**src/rtl/da_fir_pkg.sv**
```systemverilog
package da_fir_pkg;

  // Strobes passed from the sequencer to the datapath each cycle.
  typedef struct packed {
    logic load;       // capture sampleData into the tap line, restart accumulation
    logic step;       // process the current bit plane
    logic lastPlane;  // current plane is the sign plane: subtract and finish
  } fir_ctrl_t;

endpackage

```
**src/rtl/da_fir_ctrl.sv**
```systemverilog
module da_fir_ctrl
  import da_fir_pkg::*;
#(
  parameter int SAMPLE_W = 12,
  localparam int IDX_W = $clog2(SAMPLE_W)
) (
  input  logic             clk,
  input  logic             rstN,
  input  logic             sampleValid,
  output fir_ctrl_t        ctrlBus,
  output logic [IDX_W-1:0] planeIdx
);

  logic             busy;
  logic [IDX_W-1:0] planeCnt;
  logic             atLast;
  logic             loadNow;

  assign atLast  = busy && (planeCnt == IDX_W'(SAMPLE_W - 1));
  assign loadNow = sampleValid && (!busy || atLast);

  always_ff @(posedge clk) begin
    if (!rstN) begin
      busy     <= 1'b0;
      planeCnt <= '0;
    end else if (loadNow) begin
      busy     <= 1'b1;
      planeCnt <= '0;
    end else if (atLast) begin
      busy     <= 1'b0;
    end else if (busy) begin
      planeCnt <= planeCnt + 1'b1;
    end
  end

  assign ctrlBus.load      = loadNow;
  assign ctrlBus.step      = busy;
  assign ctrlBus.lastPlane = atLast;
  assign planeIdx          = planeCnt;

endmodule

```
**src/rtl/da_fir_table.sv**
```systemverilog
module da_fir_table #(
  parameter int                        NTAPS  = 4,
  parameter int                        COEF_W = 10,
  parameter logic [NTAPS*COEF_W-1:0]   COEFS  = '0,
  parameter int                        TW     = COEF_W + $clog2(NTAPS),
  localparam int                       ENTRIES = 1 << NTAPS
) (
  input  logic        [NTAPS-1:0] addr,
  output logic signed [TW-1:0]    entry
);

  // Sum of the coefficients whose tap bit is set in the address.
  function automatic logic signed [TW-1:0] subsetSum(input int unsigned sel);
    logic signed [TW-1:0]     acc;
    logic        [COEF_W-1:0] c;
    acc = '0;
    for (int n = 0; n < NTAPS; n++) begin
      c = COEFS[n*COEF_W +: COEF_W];
      if (((sel >> n) & 1) != 0)
        acc = acc + {{(TW-COEF_W){c[COEF_W-1]}}, c};
    end
    return acc;
  endfunction

  logic signed [TW-1:0] romTable [ENTRIES];

  for (genvar g = 0; g < ENTRIES; g++) begin : gEntry
    assign romTable[g] = subsetSum(g);
  end

  assign entry = romTable[addr];

endmodule

```
**src/rtl/da_fir_datapath.sv**
```systemverilog
module da_fir_datapath
  import da_fir_pkg::*;
#(
  parameter int                      NTAPS    = 4,
  parameter int                      SAMPLE_W = 12,
  parameter int                      COEF_W   = 10,
  parameter logic [NTAPS*COEF_W-1:0] COEFS    = '0,
  localparam int IDX_W = $clog2(SAMPLE_W),
  localparam int TW    = COEF_W + $clog2(NTAPS),
  localparam int RES_W = TW + 1 + SAMPLE_W
) (
  input  logic                clk,
  input  logic                rstN,
  input  fir_ctrl_t           ctrlBus,
  input  logic [IDX_W-1:0]    planeIdx,
  input  logic [SAMPLE_W-1:0] sampleData,
  output logic                resultValid,
  output logic [RES_W-1:0]    resultData
);

  logic [SAMPLE_W-1:0]  taps [NTAPS];
  logic [NTAPS-1:0]     planeAddr;
  logic signed [TW-1:0] tableOut;
  logic signed [TW:0]   hiAcc;        // running sum of the upper bits
  logic [SAMPLE_W-2:0]  lowBits;      // bits already shifted out of hiAcc
  logic signed [TW+1:0] tableExt;
  logic signed [TW+1:0] addend;
  logic signed [TW+1:0] partial;

  // One bit of the current weight from every tap forms the table address.
  for (genvar n = 0; n < NTAPS; n++) begin : gPlane
    assign planeAddr[n] = taps[n][planeIdx];
  end

  da_fir_table #(
    .NTAPS (NTAPS),
    .COEF_W(COEF_W),
    .COEFS (COEFS),
    .TW    (TW)
  ) u_table (
    .addr (planeAddr),
    .entry(tableOut)
  );

  assign tableExt = {{2{tableOut[TW-1]}}, tableOut};
  assign addend   = ctrlBus.lastPlane ? -tableExt : tableExt;
  assign partial  = {hiAcc[TW], hiAcc} + addend;

  always_ff @(posedge clk) begin
    if (!rstN) begin
      for (int n = 0; n < NTAPS; n++) taps[n] <= '0;
      hiAcc       <= '0;
      lowBits     <= '0;
      resultData  <= '0;
      resultValid <= 1'b0;
    end else begin
      resultValid <= 1'b0;
      if (ctrlBus.step) begin
        if (ctrlBus.lastPlane) begin
          resultData  <= {partial, lowBits};
          resultValid <= 1'b1;
        end else begin
          hiAcc   <= partial[TW+1:1];
          lowBits <= {partial[0], lowBits[SAMPLE_W-2:1]};
        end
      end
      if (ctrlBus.load) begin
        taps[0] <= sampleData;
        for (int n = 1; n < NTAPS; n++) taps[n] <= taps[n-1];
        hiAcc <= '0;
      end
    end
  end

endmodule

```
**src/rtl/da_fir.sv**
```systemverilog
module da_fir
  import da_fir_pkg::*;
#(
  parameter int                      NTAPS    = 4,
  parameter int                      SAMPLE_W = 12,
  parameter int                      COEF_W   = 10,
  parameter logic [NTAPS*COEF_W-1:0] COEFS    = {10'h200, 10'h1FF, 10'h377, 10'h03A},
  localparam int IDX_W = $clog2(SAMPLE_W),
  localparam int RES_W = COEF_W + $clog2(NTAPS) + 1 + SAMPLE_W
) (
  input  logic                clk,
  input  logic                rstN,
  input  logic                sampleValid,
  input  logic [SAMPLE_W-1:0] sampleData,
  output logic                resultValid,
  output logic [RES_W-1:0]    resultData
);

  fir_ctrl_t        ctrlBus;
  logic [IDX_W-1:0] planeIdx;

  da_fir_ctrl #(
    .SAMPLE_W(SAMPLE_W)
  ) u_ctrl (
    .clk        (clk),
    .rstN       (rstN),
    .sampleValid(sampleValid),
    .ctrlBus    (ctrlBus),
    .planeIdx   (planeIdx)
  );

  da_fir_datapath #(
    .NTAPS   (NTAPS),
    .SAMPLE_W(SAMPLE_W),
    .COEF_W  (COEF_W),
    .COEFS   (COEFS)
  ) u_dp (
    .clk        (clk),
    .rstN       (rstN),
    .ctrlBus    (ctrlBus),
    .planeIdx   (planeIdx),
    .sampleData (sampleData),
    .resultValid(resultValid),
    .resultData (resultData)
  );

endmodule

```
**config.mk**
```make
export PLATFORM = sky130hd
export DESIGN_NAME = da_fir
export DESIGN_NICKNAME = d
export VERILOG_FILES = /design/src/rtl/da_fir_pkg.sv /design/src/rtl/da_fir_ctrl.sv /design/src/rtl/da_fir_table.sv /design/src/rtl/da_fir_datapath.sv /design/src/rtl/da_fir.sv
export SDC_FILE = /design/constraint.sdc
export NUM_CORES = 1
export LEC_CHECK = 0
export CAP_MARGIN = 20
export CORE_MARGIN = 2
export CORE_UTILIZATION = 53
export DETAILED_ROUTE_END_ITERATION = 16
export MAX_ROUTING_LAYER = met4
export PLACE_DENSITY_LB_ADDON = 0.25
export SYNTH_ARGS = -nofsm -noshare
export SYNTH_HDL_FRONTEND = slang
export SYNTH_SLANG_ARGS = --single-unit
```
**constraint.sdc**
```tcl
create_clock -name clk -period 5.2 [get_ports clk]
set_clock_uncertainty 0.2 [all_clocks]
set_input_delay 0.78 -clock clk [delete_from_list [all_inputs] [get_ports clk]]
set_output_delay 0.78 -clock clk [all_outputs]
set_load 0.1 [all_outputs]
```
==> metrics.yaml <==
outcome: "completed"
synth_cells: 521
wl_per_cell_um: 14.6
hold_ws_ps: 258
die_w_um: 103
place_hpwl_um: 7100
crit_type: "flip-flop to flip-flop"
stdcell_area_um2: 6020
place_area_um2: 5790
root_buffer: "clkbuf_8"
fillers: 787
viasPerCell: 5.39
slew_headroom: 0.350
layout_setup_ws_ps: 332
place.port_buffers: 40
period_minus_slack_ps: 4870
numCtsBuffers: 9
path_clk_slew_ps: 90
hold_viol: 0
final-max-slew-violation-count: 0
timing.final.crit_share: 0.936
nNetsFinal: 601
synthMuxAreaShare: 0.0853
coreArea_um2: 9680
dp_slack_ps: -173
met2_usage: 0.374
synthAdderAreaFrac: 0.0589
track_usage: 0.212
cts_sinks: 103
synth_edf_count: 48
gp_congestion: 0.949
arrival_ps: 4910
multi_input_area_um2: 2520
finalSetupTns_ps: 0
synth_xor_area_frac: 0.0335
internal_power_mw: 1.25
setup_violations: 0
ys_warn_count: 0
required_ps: 5240
ant_nets: 0
synthFlopType: "dfxtp_1"
grt.overflow.total: 0
start_util: 0.539
grt_pass1_vias: 3618
gr-usage-met3: 0.0383
async_reset_ff_frac: 0
firstDrtPassIters: 4
power_density_nw_per_um2: 289
syn_nets: 560
avgSynthCellArea_um2: 10.0
dp.cells: 683
synth_cell_type_count: 51
ys_seq_area_frac: 0.487
antenna_found_initial: 0
postCtsHoldBufs: 0
die_area_um2: 10700
clk_path_buf_depth: 2
drc: 0
clkPwrFrac: 0.295
grt_max_degree: 49
grt_first_pass_wirelength_um: 16900
drt-initial-drc-count: 115
startpoint_type: "flip-flop"
worst_slew_pin_slew_ps: 971
regArea_um2: 2550
rows: 36
ir_worst_vdd_mv: 0.157
hp-class: "flip-flop to flip-flop"
max_clock_freq_mhz: 205
tritoncts: "yes"
swShare: 0.282
end_kind: "flip-flop"
finalPower_mw: 1.74
vias: 3776
antenna_cells: 0
die-height_um: 103
pwr-share-comb: 0.184
drv_cap: 0
synth_compound_area_frac: 0.120
seq_power_share: 0.521
busiest_layer: "met2"
drive_above_1_share: 0.0899
cp_max_fo: 8
areaGrowthSynthToFinish_pct: 15.3
use_met1: 0.239
synth_area_um2: 5220
routed_wl_um: 10200
htreeDepth: 3
utilization: 0.622
p_leak_nw: 2.29
num_io_pins: 41
synth_top_family_by_area: "simple AND/OR/NAND/NOR gates"
synth-seq-cells: 103
insertion_delay_ps: 390
switchingPower_mw: 0.491
stdcell_count: 700
synthSimpleGateAreaFrac: 0.178
## synth_stat cells, types with 2 or more instances
| cell | number | area (um^2) |
|---|---|---|
| a211oi_1 | 7 | 52.6 |
| a21o_1 | 8 | 60.1 |
| a21oi_1 | 53 | 265 |
| a31oi_1 | 2 | 12.5 |
| and2_1 | 48 | 300 |
| buf_2 | 4 | 20.0 |
| clkbuf_1 | 20 | 75.1 |
| dfxtp_1 | 55 | 1100 |
| edfxtp_1 | 48 | 1440 |
| ha_1 | 23 | 288 |
| inv_1 | 14 | 52.6 |
| mux2_2 | 2 | 22.5 |
| mux2i_1 | 10 | 100 |
| mux4_1 | 10 | 263 |
| mux4_2 | 2 | 45.0 |
| nand2_1 | 95 | 357 |
| nand2_2 | 2 | 12.5 |
| nand2b_1 | 2 | 12.5 |
| nand3_1 | 11 | 55.1 |
| nand4_1 | 3 | 18.8 |
| nor2_1 | 30 | 113 |
| nor2b_1 | 2 | 12.5 |
| nor3_1 | 2 | 10.0 |
| nor4_1 | 2 | 12.5 |
| o211ai_1 | 2 | 15.0 |
| o21a_1 | 4 | 30.0 |
| o21ai_0 | 14 | 70.1 |
| o21ai_1 | 2 | 10.0 |
| o21bai_1 | 2 | 15.0 |
| o31ai_1 | 2 | 15.0 |
| or3_1 | 2 | 12.5 |
| xnor2_1 | 13 | 114 |
| xor2_1 | 7 | 61.3 |
## metal layers
layer  vias up  part of all wire
met5         -                 0
met4         0             0.022
met3        18             0.039
met2        97              0.52
met1      1760              0.41
li1       1901                 -
## sequential cells by signal (all words and copies together) (netlist names)
name	count
u_dp.taps	48
u_dp.resultData	25
u_dp.hiAcc	13
u_dp.lowBits	11
u_ctrl.planeIdx	4
u_ctrl.busy	1
u_dp.resultValid	1
## power by group through the flow
stage	Clock (mW)	Sequential [mW]	Combinational (mW)
3_3_place_gp	0	0.925	0.303
3_5_place_dp	0	0.926	0.310
2_1_floorplan	0	0.916	0.237
5_1_grt	0.557	0.912	0.357
6_report	0.515	0.907	0.321
4_1_cts	0.525	0.908	0.312
## final timing paths
check             slack, ps               start            endpoint  depth (start not counted)
hold reg to reg         260  u_dp.resultData[6]  u_dp.resultData[6]                          2
hold / removal          260  u_dp.resultData[6]  u_dp.resultData[6]                          2
setup / recovery        330  u_ctrl.planeIdx[0]      u_dp.hiAcc[11]                         16
setup reg to reg        330  u_ctrl.planeIdx[0]      u_dp.hiAcc[11]                         16
## cell families (layout without fill, tap and decap cells)
logic type	Yosys count	after routing
compound gates	105	105
simple gates	201	201
buf+inv	43	89
fa+ha+maj	24	24
flops	103	103
mux	25	25
xor+xnor	20	20
## critical path: stages (launching register included)
cell      delay [ps]
dfxtp_4          420
buf_4            170
mux4_1           550
mux2i_1          230
a21o_1           280
mux2_2           390
ha_1             280
nor2_1           160
a21oi_2           80
fa_1             440
a21o_1           190
a21oi_2          180
o21bai_1         140
a2111o_1         490
a41o_1           300
mux2i_1          140
o21ai_0           80
## cell type report
cell class / instances / share of cell area
clock inverters: 6 / 0.0112
repair buffers: 58 / 0.0889
multi-input cells: 375 / 0.419
clock buffers: 10 / 0.0212
inverters: 15 / 0.00935
well taps: 133 / 0.0276
flip-flops and latches: 103 / 0.423
## cell usage in the layout, fill, tap and decap left out, types with 18 or more instances in the layout
cell,instances
dfxtp_1,54
clkdlybuf4s50_1,40
nand2_1,95
nor2_1,28
edfxtp_1,48
a21oi_1,51
buf_4,18
and2_1,48
ha_1,23
## what timing repair did
item                                    in CTS  in global routing
setup buffers                                0                  1
endpoints found under the setup margin       2                  6
cloned                                       0                  0
pin swaps                                    0                  1
gates resized for setup                      2                  6
Power figures use the tool's default switching activity.
